File: src/rtl/cpuclk_seq_pkg.sv
package cpuclk_seq_pkg;

  localparam logic [11:0] A_SRC    = 12'h000;
  localparam logic [11:0] A_MSTAT  = 12'h200;
  localparam logic [11:0] A_DIV0   = 12'h300;
  localparam logic [11:0] A_DIV1   = 12'h304;
  localparam logic [11:0] A_DSTAT0 = 12'h400;
  localparam logic [11:0] A_DSTAT1 = 12'h404;

  localparam int SEL_BIT = 16;
  localparam int HPM_BIT = 20;
  localparam int MUX_LSB = 16;

  localparam logic [31:0] RATIO_MASK = 32'h0000_0007;
  localparam logic [31:0] TRACE_MASK = 32'h0007_0000;
  localparam logic [31:0] KEEP1_MASK = 32'h0000_0077;

  localparam logic [2:0] MUX_ALT  = 3'd2;
  localparam logic [2:0] MUX_MAIN = 3'd1;

  localparam int DIV_LIMIT = 8;
  localparam int ERR_MISS = 0;
  localparam int ERR_DIV  = 1;
  localparam int ERR_MUX  = 2;

  typedef enum logic [3:0] {
    S_IDLE, S_LOOK, S_RD_D0S, S_WR_D0S, S_RD_SRC, S_WR_SRC,
    S_WR_D0F, S_RD_D1, S_WR_D1, S_POLL_RD, S_POLL_CK, S_DONE
  } state_t;

  function automatic logic [31:0] tbl_khz(int idx, int entries, int step_khz);
    return (idx < entries) ? 32'(step_khz * (entries - idx)) : 32'd0;
  endfunction

  function automatic logic [31:0] tbl_div0(int idx);
    return {13'd0, 3'(idx + 1), 5'd0, 3'(idx), 8'd0};
  endfunction

  function automatic logic [31:0] tbl_div1(int idx);
    return {25'd0, 3'(idx), 1'b0, 3'(idx + 2)};
  endfunction

endpackage

File: src/rtl/cpuclk_seq_lookup.sv
module cpuclk_seq_lookup
  import cpuclk_seq_pkg::*;
#(
  parameter int ENTRIES  = 8,
  parameter int STEP_KHZ = 100000,
  parameter int RATE_W   = 32
) (
  input  logic [RATE_W-1:0] rate,
  output logic              hit,
  output logic [31:0]       div0,
  output logic [31:0]       div1
);

  // Walk the table from the top so that the lowest matching index wins.
  always_comb begin
    hit  = 1'b0;
    div0 = '0;
    div1 = '0;
    for (int i = ENTRIES - 1; i >= 0; i--) begin
      if (64'(tbl_khz(i, ENTRIES, STEP_KHZ)) * 64'd1000 == 64'(rate)) begin
        hit  = 1'b1;
        div0 = tbl_div0(i);
        div1 = tbl_div1(i);
      end
    end
  end

endmodule

File: src/rtl/cpuclk_seq_safediv.sv
module cpuclk_seq_safediv
  import cpuclk_seq_pkg::*;
#(
  parameter int RATE_W = 32
) (
  input  logic [RATE_W-1:0] old_r,
  input  logic [RATE_W-1:0] new_r,
  input  logic [RATE_W-1:0] alt_r,
  output logic              need,
  output logic [2:0]        div,
  output logic              sat
);

  localparam int KW = $clog2(DIV_LIMIT) + 1;
  localparam int PW = RATE_W + KW;

  logic [RATE_W-1:0]    lo;
  logic [DIV_LIMIT-1:0] fits;

  assign lo   = (old_r < new_r) ? old_r : new_r;
  assign need = (alt_r > old_r) || (old_r > new_r);

  // fits[k]: alt / (k+1) does not exceed the lower rate.
  for (genvar k = 0; k < DIV_LIMIT; k++) begin : g_cmp
    assign fits[k] = PW'(alt_r) <= PW'(lo) * PW'(k + 1);
  end

  always_comb begin
    div = 3'(DIV_LIMIT - 1);
    sat = 1'b1;
    for (int k = DIV_LIMIT - 1; k >= 0; k--) begin
      if (fits[k]) begin
        div = 3'(k);
        sat = 1'b0;
      end
    end
  end

endmodule

File: src/rtl/cpuclk_seq_timer.sv
module cpuclk_seq_timer #(
  parameter int TIMEOUT_CYC = 1000000
) (
  input  logic clk,
  input  logic rst_n,
  input  logic clear,
  input  logic run,
  output logic expired
);

  localparam int CW = $clog2(TIMEOUT_CYC + 1);

  logic [CW-1:0] cnt_q;
  logic [CW-1:0] cnt_d;
  logic          cnt_en;

  assign expired = (cnt_q == CW'(TIMEOUT_CYC));
  assign cnt_en  = clear || (run && !expired);
  assign cnt_d   = clear ? '0 : cnt_q + 1'b1;

  always_ff @(posedge clk or negedge rst_n) begin
    if (!rst_n)      cnt_q <= '0;
    else if (cnt_en) cnt_q <= cnt_d;
  end

  assert_cnt_bound_R8: assert property (@(posedge clk) disable iff (!rst_n)
    cnt_q <= CW'(TIMEOUT_CYC));

  assert_expiry_holds_R8: assert property (@(posedge clk) disable iff (!rst_n)
    (expired && !clear) |=> expired);

endmodule

File: src/rtl/cpuclk_seq.sv
module cpuclk_seq
  import cpuclk_seq_pkg::*;
#(
  parameter int ENTRIES     = 8,
  parameter int STEP_KHZ    = 100000,
  parameter int TIMEOUT_CYC = 1000000,
  parameter int RATE_W      = 32,
  parameter bit HAS_DIV1    = 1'b1,
  parameter bit DBG_DIV     = 1'b1
) (
  input  logic              clk,
  input  logic              rst_n,
  input  logic              start,
  input  logic              phase,
  input  logic [RATE_W-1:0] old_rate,
  input  logic [RATE_W-1:0] new_rate,
  input  logic [RATE_W-1:0] alt_rate,
  output logic              busy,
  output logic              done,
  output logic [2:0]        err,
  output logic              bus_rd,
  output logic              bus_wr,
  output logic [11:0]       bus_addr,
  output logic [31:0]       bus_wdata,
  input  logic [31:0]       bus_rdata
);

  localparam logic [31:0] DBG_FIELD = DBG_DIV ? TRACE_MASK : 32'd0;
  localparam logic [31:0] D0S_MASK  = RATIO_MASK | DBG_FIELD;

  state_t            state_q, state_d, ret_q, ret_d;
  logic              phase_q;
  logic [RATE_W-1:0] old_q, new_q, alt_q;
  logic [31:0]       tbl0_q, tbl1_q;
  logic              need_q, hpm_q;
  logic [2:0]        safe_q;
  logic [11:0]       paddr_q, paddr_d;
  logic [31:0]       pmask_q, pmask_d;
  logic              pmux_q, pmux_d;
  logic [2:0]        pwant_q, pwant_d;
  logic [2:0]        err_q, err_d;
  logic              cap_en, lat_en, hpm_en, poll_en;

  logic              lk_hit, lk_need;
  logic [31:0]       lk_div0, lk_div1;
  logic              sd_need, sd_sat;
  logic [2:0]        sd_div;
  logic              tmr_clear, tmr_exp, poll_ok;
  logic [31:0]       d0s_val, safe_word;

  cpuclk_seq_lookup #(.ENTRIES(ENTRIES), .STEP_KHZ(STEP_KHZ), .RATE_W(RATE_W)) u_lookup (
    .rate(new_q), .hit(lk_hit), .div0(lk_div0), .div1(lk_div1)
  );

  cpuclk_seq_safediv #(.RATE_W(RATE_W)) u_safediv (
    .old_r(old_q), .new_r(new_q), .alt_r(alt_q),
    .need(sd_need), .div(sd_div), .sat(sd_sat)
  );

  assign tmr_clear = !(state_q == S_POLL_RD || state_q == S_POLL_CK);

  cpuclk_seq_timer #(.TIMEOUT_CYC(TIMEOUT_CYC)) u_timer (
    .clk(clk), .rst_n(rst_n), .clear(tmr_clear), .run(!tmr_clear), .expired(tmr_exp)
  );

  assign lk_need   = !phase_q || DBG_DIV;
  assign safe_word = {29'd0, safe_q} | DBG_FIELD;
  assign d0s_val   = phase_q ? (tbl0_q & DBG_FIELD) : safe_word;
  assign poll_ok   = pmux_q ? (bus_rdata[MUX_LSB +: 3] == pwant_q)
                            : ((bus_rdata & pmask_q) == 32'd0);

  assign busy = (state_q != S_IDLE);
  assign done = (state_q == S_DONE);
  assign err  = err_q;

  always_comb begin
    state_d   = state_q;
    ret_d     = ret_q;
    paddr_d   = paddr_q;
    pmask_d   = pmask_q;
    pmux_d    = pmux_q;
    pwant_d   = pwant_q;
    err_d     = err_q;
    cap_en    = 1'b0;
    lat_en    = 1'b0;
    hpm_en    = 1'b0;
    poll_en   = 1'b0;
    bus_rd    = 1'b0;
    bus_wr    = 1'b0;
    bus_addr  = 12'd0;
    bus_wdata = 32'd0;
    case (state_q)
      S_IDLE: begin
        if (start) begin
          cap_en  = 1'b1;
          err_d   = '0;
          state_d = S_LOOK;
        end
      end
      S_LOOK: begin
        if (lk_need && !lk_hit) begin
          err_d[ERR_MISS] = 1'b1;
          state_d         = S_DONE;
        end else begin
          lat_en  = 1'b1;
          state_d = (!phase_q && sd_need) ? S_RD_D0S : S_RD_SRC;
        end
      end
      S_RD_D0S: begin
        bus_rd   = 1'b1;
        bus_addr = A_DIV0;
        state_d  = S_WR_D0S;
      end
      S_WR_D0S: begin
        bus_wr    = 1'b1;
        bus_addr  = A_DIV0;
        bus_wdata = (bus_rdata & ~D0S_MASK) | (d0s_val & D0S_MASK);
        poll_en   = 1'b1;
        paddr_d   = A_DSTAT0;
        pmask_d   = D0S_MASK;
        pmux_d    = 1'b0;
        ret_d     = phase_q ? S_DONE : S_RD_SRC;
        state_d   = S_POLL_RD;
      end
      S_RD_SRC: begin
        bus_rd   = 1'b1;
        bus_addr = A_SRC;
        state_d  = S_WR_SRC;
      end
      S_WR_SRC: begin
        hpm_en    = 1'b1;
        bus_wr    = 1'b1;
        bus_addr  = A_SRC;
        bus_wdata = bus_rdata;
        bus_wdata[SEL_BIT] = !phase_q;
        poll_en   = 1'b1;
        paddr_d   = A_MSTAT;
        pmux_d    = 1'b1;
        pwant_d   = phase_q ? MUX_MAIN : MUX_ALT;
        ret_d     = phase_q ? S_RD_D0S : S_WR_D0F;
        state_d   = S_POLL_RD;
      end
      S_WR_D0F: begin
        bus_wr    = 1'b1;
        bus_addr  = A_DIV0;
        bus_wdata = tbl0_q | (need_q ? safe_word : 32'd0);
        poll_en   = 1'b1;
        paddr_d   = A_DSTAT0;
        pmask_d   = '1;
        pmux_d    = 1'b0;
        ret_d     = !HAS_DIV1 ? S_DONE : (hpm_q ? S_RD_D1 : S_WR_D1);
        state_d   = S_POLL_RD;
      end
      S_RD_D1: begin
        bus_rd   = 1'b1;
        bus_addr = A_DIV1;
        state_d  = S_WR_D1;
      end
      S_WR_D1: begin
        bus_wr    = 1'b1;
        bus_addr  = A_DIV1;
        bus_wdata = hpm_q ? (bus_rdata & KEEP1_MASK) : tbl1_q;
        poll_en   = 1'b1;
        paddr_d   = A_DSTAT1;
        pmask_d   = '1;
        pmux_d    = 1'b0;
        ret_d     = S_DONE;
        state_d   = S_POLL_RD;
      end
      S_POLL_RD: begin
        bus_rd   = 1'b1;
        bus_addr = paddr_q;
        state_d  = S_POLL_CK;
      end
      S_POLL_CK: begin
        if (poll_ok) begin
          state_d = ret_q;
        end else if (tmr_exp) begin
          if (pmux_q) err_d[ERR_MUX] = 1'b1;
          else        err_d[ERR_DIV] = 1'b1;
          state_d = ret_q;
        end else begin
          state_d = S_POLL_RD;
        end
      end
      S_DONE:  state_d = S_IDLE;
      default: state_d = S_IDLE;
    endcase
  end

  always_ff @(posedge clk or negedge rst_n) begin
    if (!rst_n) begin
      state_q <= S_IDLE;
      ret_q   <= S_IDLE;
      err_q   <= '0;
      phase_q <= 1'b0;
      old_q   <= '0;
      new_q   <= '0;
      alt_q   <= '0;
      tbl0_q  <= '0;
      tbl1_q  <= '0;
      need_q  <= 1'b0;
      safe_q  <= '0;
      hpm_q   <= 1'b0;
      paddr_q <= '0;
      pmask_q <= '0;
      pmux_q  <= 1'b0;
      pwant_q <= '0;
    end else begin
      state_q <= state_d;
      err_q   <= err_d;
      if (cap_en) begin
        phase_q <= phase;
        old_q   <= old_rate;
        new_q   <= new_rate;
        alt_q   <= alt_rate;
      end
      if (lat_en) begin
        tbl0_q <= lk_div0;
        tbl1_q <= lk_div1;
        need_q <= sd_need && !phase_q;
        safe_q <= sd_div;
      end
      if (hpm_en) hpm_q <= bus_rdata[HPM_BIT];
      if (poll_en) begin
        ret_q   <= ret_d;
        paddr_q <= paddr_d;
        pmask_q <= pmask_d;
        pmux_q  <= pmux_d;
        pwant_q <= pwant_d;
      end
    end
  end

  assert_no_rdwr_R10: assert property (@(posedge clk) disable iff (!rst_n)
    !(bus_rd && bus_wr));

  assert_done_pulse_R9: assert property (@(posedge clk) disable iff (!rst_n)
    done |=> (!done && !busy));

  assert_miss_nowrite_R2: assert property (@(posedge clk) disable iff (!rst_n)
    (state_q == S_LOOK && lk_need && !lk_hit) |=> (done && !bus_wr));

  assert_err_sticky_R9: assert property (@(posedge clk) disable iff (!rst_n)
    !(state_q == S_IDLE && start) |=> ((err_q & $past(err_q)) == $past(err_q)));

  assert_sat_max_R3: assert property (@(posedge clk) disable iff (!rst_n)
    sd_sat |-> (sd_div == 3'd7));

endmodule

File: config.mk
export PLATFORM = sky130hd
export DESIGN_NAME = cpuclk_seq
export DESIGN_NICKNAME = d
export VERILOG_FILES = /design/src/rtl/cpuclk_seq_pkg.sv /design/src/rtl/cpuclk_seq_lookup.sv /design/src/rtl/cpuclk_seq_safediv.sv /design/src/rtl/cpuclk_seq_timer.sv /design/src/rtl/cpuclk_seq.sv
export SDC_FILE = /design/constraint.sdc
export NUM_CORES = 1
export LEC_CHECK = 0
export BUFFER_PORTS_ARGS = -buffer_cell sky130_fd_sc_hd__buf_2
export CAP_MARGIN = 20
export CORE_MARGIN = 2
export CORE_UTILIZATION = 65
export DETAILED_ROUTE_END_ITERATION = 6
export HOLD_SLACK_MARGIN = 0.06
export PLACE_DENSITY = 0.83
export RECOVER_POWER = 100
export SYNTH_ARGS = -nofsm -noshare
export SYNTH_HDL_FRONTEND = slang
export SYNTH_SLANG_ARGS = --single-unit
File: constraint.sdc
create_clock -name clk -period 24.6 [get_ports clk]
set_input_delay 1.23 -clock clk [delete_from_list [all_inputs] [get_ports clk]]
set_output_delay 1.23 -clock clk [all_outputs]
set_load 0.05 [all_outputs]
Yosys cells after proc, flatten, opt, wreduce, memory -nomap -nowiden
Index checks and enable logic that the tools add are counted.
- register bits after elaboration: 245
- input bits: 132
- output and inout bits: 51
- logic and storage cells: 164
- add/sub/neg operators: 1
- $mul: 4
- order comparisons: 10
- equal/unequal tests: 27
- muxes and demuxes: 68
- bitwise logic cells: 3
- reductions and logical operators: 32
- operator list (kind ; number):
    19-bit two-way mux ; 9
    32-bit case mux with 4 select lines ; 1
    32-bit by 35-bit <= comparator with 1-bit output ; 3
    29-bit by 32-bit equality test with 1-bit output (first input constant) ; 3
    30-bit by 32-bit equality test with 1-bit output (first input constant) ; 3
    12-bit case mux with 3 select lines ; 2
    32-bit by 3-bit multiplier with 35-bit output (second input constant) ; 2
    32-bit by 34-bit <= comparator with 1-bit output ; 2
    32-bit by 2-bit multiplier with 34-bit output (second input constant) ; 2
    32-bit > comparator ; 2
    32-bit two-way mux ; 2
    32-bit by 19-bit OR with 32-bit output ; 2
    32-bit case mux with 2 select lines ; 1
    7-bit two-way mux ; 8
    32-bit by 33-bit <= comparator with 1-bit output ; 1
    32-bit AND ; 1
    27-bit by 32-bit equality test with 1-bit output (first input constant) ; 1
    28-bit by 32-bit equality test with 1-bit output (first input constant) ; 1
    32-bit <= comparator ; 1
    32-bit zero test ; 1
    32-bit less-than comparator ; 1
    4-bit case mux with 8 select lines ; 1
    4-bit two-way mux ; 6
    3-bit two-way mux ; 7
    other kinds (29) ; 82

Depth between registers and ports, before layout
- word-level depth: 11
- mapped depth: 41
- gate-level depth less buffers: 37

Modules after synthesis
From an unflattened synthesis, not the netlist that was laid out.
- cell total of the unflattened synthesis: 2573
- area, all modules: 23487.5 um^2
- modules (own cells, without submodules) (module ; instances ; cells each ; area an instance (um^2) ; sequential area each (um^2)):
    cpuclk_seq_safediv ; 1 ; 1678 ; 13223.9 ; 0.0
    cpuclk_seq ; 1 ; 653 ; 8224.1 ; 4629.4
    cpuclk_seq_timer ; 1 ; 123 ; 1178.6 ; 500.5
    cpuclk_seq_lookup ; 1 ; 119 ; 860.8 ; 0.0

Worst setup path before layout
Ideal clock, no wire load.
- path type: register -> register
- start: register new_q[9]
- end: register safe_q[0]
- arrival time: 8432 ps
- data required time: 24476 ps
- slack: 16044 ps
- cell stages (with the launch flop): 39
- clock period less this slack: 8556 ps
- path through: dfrtp_1 -> clkbuf_1 -> clkinv_1 -> ha_1 -> and3_4 -> and3_4 -> a221o_1 -> o31a_4 -> nor2_8 -> buf_6 -> clkbuf_1 -> buf_1 -> mux2_2 -> fa_1 -> ha_1 -> a21o_1 -> a21oi_1 -> o21ai_0 -> [... 3 more ...] -> o21bai_1 -> a21oi_1 -> nor2_1 -> nor2_1 -> xor2_1 -> ha_1 -> a21o_1 -> a21o_1 -> a21o_1 -> a21o_1 -> a21o_1 -> a21oi_1 -> nor2_1 -> a31oi_1 -> a31o_2 -> o221ai_1 -> a31oi_1 -> o21ai_1
- word-level cells in the longest chain between the ends: 11
- elaborated cells on any way between the ends: 38
- those cells by class: mul: 4; order compare: 8; eq/ne: 8; mux: 18
- ends and longest elaborated chain (element ; RTL line ; RTL):
    start, declared ; cpuclk_seq.sv:33 ; logic [RATE_W-1:0] old_q, new_q, alt_q;
    start signal, assigned ; cpuclk_seq.sv:215 ; new_q <= new_rate;
    32-bit less-than comparator or 27-bit by 32-bit equality test with 1-bit output (tied branches) ; cpuclk_seq_safediv.sv:20, cpuclk_seq_lookup.sv:20 ;
    32-bit two-way mux or 1-bit two-way mux (tied branches) ; cpuclk_seq_safediv.sv:20, cpuclk_seq_lookup.sv:20 ;
    32-bit by 3-bit multiplier with 35-bit output or 1-bit two-way mux (tied branches) ; cpuclk_seq_safediv.sv:25, cpuclk_seq_lookup.sv:20 ;
    32-bit by 35-bit <= comparator with 1-bit output or 1-bit two-way mux (tied branches) ; cpuclk_seq_safediv.sv:25, cpuclk_seq_lookup.sv:20 ;
    1-bit two-way mux, on equally long branches ; cpuclk_seq_safediv.sv:32, cpuclk_seq_lookup.sv:20 ;
    2-bit two-way mux or 1-bit two-way mux (tied branches) (2 in a row) ; cpuclk_seq_safediv.sv:32, cpuclk_seq_lookup.sv:20 ;
    3-bit two-way mux or 1-bit two-way mux (tied branches) (2 in a row) ; cpuclk_seq_safediv.sv:32, cpuclk_seq_lookup.sv:20 ;
    3-bit two-way mux or 1-bit two-way mux (tied branches) ; cpuclk_seq_safediv.sv:32, cpuclk_seq.sv:101 ;
    3-bit two-way mux or 1-bit two-way mux (tied branches) ; cpuclk_seq_safediv.sv:32, cpuclk_seq.sv:92 ;
    end signal, assigned ; cpuclk_seq.sv:222 ; safe_q <= sd_div;
    end, declared ; cpuclk_seq.sv:36 ; logic [2:0] safe_q;
Several ways; a longest one is shown, not always the timed one.
A chain may end at the register's enable or synchronous reset.

Worst setup path in the final report
Ends and elaborated chain as after synthesis.

==> results.rst <==
.. list-table::
   :header-rows: 1

   * - Metric
     - Value
   * - Result of the run
     - finished, violations left
   * - Violated checks
     - max-capacitance violations, max-slew violations
   * - Library cell contributing the largest single delay on the critical path
     - sky130_fd_sc_hd__clkbuf_1
   * - PnR worst setup slack
     - 12.45 ns
   * - Final #Nets
     - 3030
   * - Top achievable clock speed
     - 82.3 MHz
   * - Cell depth of the worst min-delay path
     - 2
   * - Type of origin of the critical path
     - register
   * - Initial cell density of the core
     - 0.657
   * - Average vias per placed instance
     - 6.64
   * - Worst-margin pin slew
     - 4.07 ns
   * - Post-route minimum period
     - 12.15 ns
   * - Clock latency reported for the late side of the worst-skew pair
     - 0.46 ns
   * - Instance area at placement
     - 21200 um2
   * - Unique masters post-synth
     - 90
   * - Final number of hold-violating endpoints
     - 0
   * - Antenna-violating nets left
     - 0
   * - Area growth from synthesis to final layout
     - 8.46%
   * - Max_cap viols
     - 4
   * - Headroom to the max-slew limit
     - -1.72
   * - TritonCTS buffer count
     - 17
   * - Fraction of registers with async set/reset
     - 1.00
   * - Root cell of the clock tree
     - sky130_fd_sc_hd__clkbuf_16
   * - Final setup violating endpoints
     - 0
   * - TritonCTS Sinks
     - 149
   * - Family with the most delay on the worst path
     - compound AO/OA/AOI/OAI gates
   * - Floorplan die width
     - 180 um
   * - Setup Crit Path Kind
     - reg -> reg
   * - Fill cells
     - 2415
   * - Mapped cell area
     - 20000 um2
   * - Total via count after detailed routing
     - 19203
   * - Largest clock skew in the final design
     - 0.0147 ns
   * - Share of the yosys chip area belonging to registers
     - 0.186
   * - Peak per-stage delay on the critical path
     - 2.62 ns
   * - Clock-pin slew on the worst setup and hold paths
     - 0.07 ns
   * - Number of synthesized register bits
     - 149
   * - RSZ-0062 raised after global routing
     - false
   * - Antenna violations before repair
     - 1
   * - Instance count of the mapped netlist
     - 2335
   * - Post-CTS setup buffers
     - 0
   * - Number of cell rows
     - 64
   * - Pin count of the biggest net entering global routing
     - 84
   * - Core region area
     - 30500 um2
   * - DIE HEIGHT
     - 180 um
   * - Initial DRT Pass Iterations
     - 6
   * - Post-CTS sizing
     - 0
   * - Worst slack after detailed placement
     - 15.27 ns
   * - Fraction of layout cells with a size suffix above 1
     - 0.122
   * - Global-route wire length before repair
     - 100000 um
   * - DR DRC count
     - 0
   * - Area of the die
     - 32200 um2
   * - Input/output buffers
     - 174
   * - Req. time, crit path
     - 24.94 ns
   * - Number of buffers on the longest clock path
     - 2
   * - Post-synthesis average cell area
     - 8.58 um2
   * - I/O pins
     - 183
   * - Endpoint type of the worst setup path
     - register
   * - Final cell area excluding filler cells
     - 21700 um2
   * - Number of slew-limit violations in the final report
     - 304
   * - H-Tree Level Count
     - 4
   * - Instance count on the critical path
     - 35
   * - TNS Setup
     - 0 ns
   * - Via count of the first global-routing pass
     - 18965
   * - Starting DRT DRC Count
     - 2162
   * - Worst Hold Slack
     - 0.483 ns
   * - Clock tree from TritonCTS
     - done
   * - Overall overflow remaining after global route
     - 0
   * - Number of cells on the worst reg-to-reg path
     - 35
   * - Total global-route track usage
     - 0.387
   * - Arrival time of the worst setup path
     - 12.49 ns
   * - Cts hold-fix bufs
     - 0
   * - Number of flops mapped to enable cells by yosys
     - 0
   * - Routed Wire Length
     - 63700 um
   * - Period utilization
     - 0.494
   * - Min-Delay Path Class
     - reg -> reg
   * - DR WL/cell
     - 22.0 um
   * - Cell with the most instances on the worst path
     - sky130_fd_sc_hd__a21o_1
   * - Synthesis Warnings
     - 0
   * - WP buf/inv
     - 2
   * - RD Place Congestion
     - 1.04
   * - Most common cell after layout, fill and taps aside
     - sky130_fd_sc_hd__ha_1
   * - DP HPWL
     - 51800 um
   * - Maximum fanout along the worst path
     - 83
   * - Most used flip-flop cell after synthesis
     - sky130_fd_sc_hd__dfrtp_1
   * - Commonest cells after routing, fill and taps aside
     - sky130_fd_sc_hd__ha_1, sky130_fd_sc_hd__a21oi_1, sky130_fd_sc_hd__nor2_1, sky130_fd_sc_hd__inv_1, sky130_fd_sc_hd__dfrtp_1
through the flow:
stage,std cells,util
CTS,2891,0.716
finish,2894,0.712
global placement,2859,0.696
detailed placement,2859,0.696
floorplan,2342,-
global route,2894,0.712
kinds of logic after synthesis:
| family | Yosys count | share of synthesized area |
|---|---|---|
| buffers and inverters | 231 | 0.0456 |
| xor gates and xnor gates | 124 | 0.0542 |
| other | 1 | 0.000187 |
| AOI/OAI and AO/OA | 612 | 0.203 |
| and+or+nand+nor | 679 | 0.173 |
| DFF | 149 | 0.186 |
| muxes | 115 | 0.0640 |
| adders and majority gates | 424 | 0.273 |
routing by layer:
layer / global-route usage / vias up / share of wire
met5: 0 / - / 0
met4: 0.166 / 0 / 0.043
met3: 0.0778 / 163 / 0.092
met2: 0.597 / 997 / 0.44
met1: 0.528 / 9127 / 0.43
li1: - / 8916 / -
final timing paths:
kind	startpoint	endpoint	slack, ns
max in group asynchronous	rst_n	u_timer.cnt_q[14]$_DFFE_PN0P_	16.98
min reg2reg	tbl1_q[2]$_DFFE_PN0P_	tbl1_q[2]$_DFFE_PN0P_	0.48
max	new_q[9]$_DFFE_PN0P_	safe_q[0]$_DFFE_PN0P_	12.45
max reg2reg	new_q[9]$_DFFE_PN0P_	safe_q[0]$_DFFE_PN0P_	12.45
min	tbl1_q[2]$_DFFE_PN0P_	tbl1_q[2]$_DFFE_PN0P_	0.48
min in group asynchronous	rst_n	old_q[4]$_DFFE_PN0P_	2.21
cell usage after synthesis, types with 36 or more instances:
cell                       number  area, um2
sky130_fd_sc_hd__ha_1         388       4850
sky130_fd_sc_hd__a21oi_1      174        871
sky130_fd_sc_hd__nor2_1       168        631
sky130_fd_sc_hd__inv_1        163        612
sky130_fd_sc_hd__dfrtp_1      149       3730
sky130_fd_sc_hd__nand2_1      133        499
sky130_fd_sc_hd__a21o_1       130        976
sky130_fd_sc_hd__mux2_2       105       1180
sky130_fd_sc_hd__o21ai_0      104        521
sky130_fd_sc_hd__nand4_1       79        494
sky130_fd_sc_hd__xnor2_1       67        587
sky130_fd_sc_hd__nand3_1       58        290
sky130_fd_sc_hd__xor2_1        57        499
sky130_fd_sc_hd__clkbuf_1      49        184
sky130_fd_sc_hd__nor3_1        42        210
sky130_fd_sc_hd__nor2b_1       36        225
sequential cells by signal, summed over array words and instances (netlist names), 4 cells and up:
signal and count:
alt_q 32, new_q 32, old_q 32, u_timer.cnt_q 20, ret_q 4, state_q 4
tbl0_q 4, tbl1_q 4
worst min-delay path: cells and delay by family, from the launching register on:
kind	cells	cell delay (ns)
AOI/OAI and AO/OA	1	0.06
DFF	1	0.35
and+or+nand+nor	1	0.05
final cells by class:
class / count / area, um2 / area share
Clock inverter: 12 / 118 / 0.00541
Sequential cell: 149 / 3730 / 0.172
Tap cell: 396 / 495 / 0.0228
Timing Repair Buffer: 189 / 910 / 0.0419
Antenna cell: 1 / 2.50 / 0.000115
Clock buffer: 20 / 467 / 0.0215
Multi-Input combinational cell: 1962 / 15400 / 0.708
Inverter: 165 / 619 / 0.0285
Power is not shown: default switching activity piles up to over one toggle a cycle in this logic, so the estimate is an artifact.
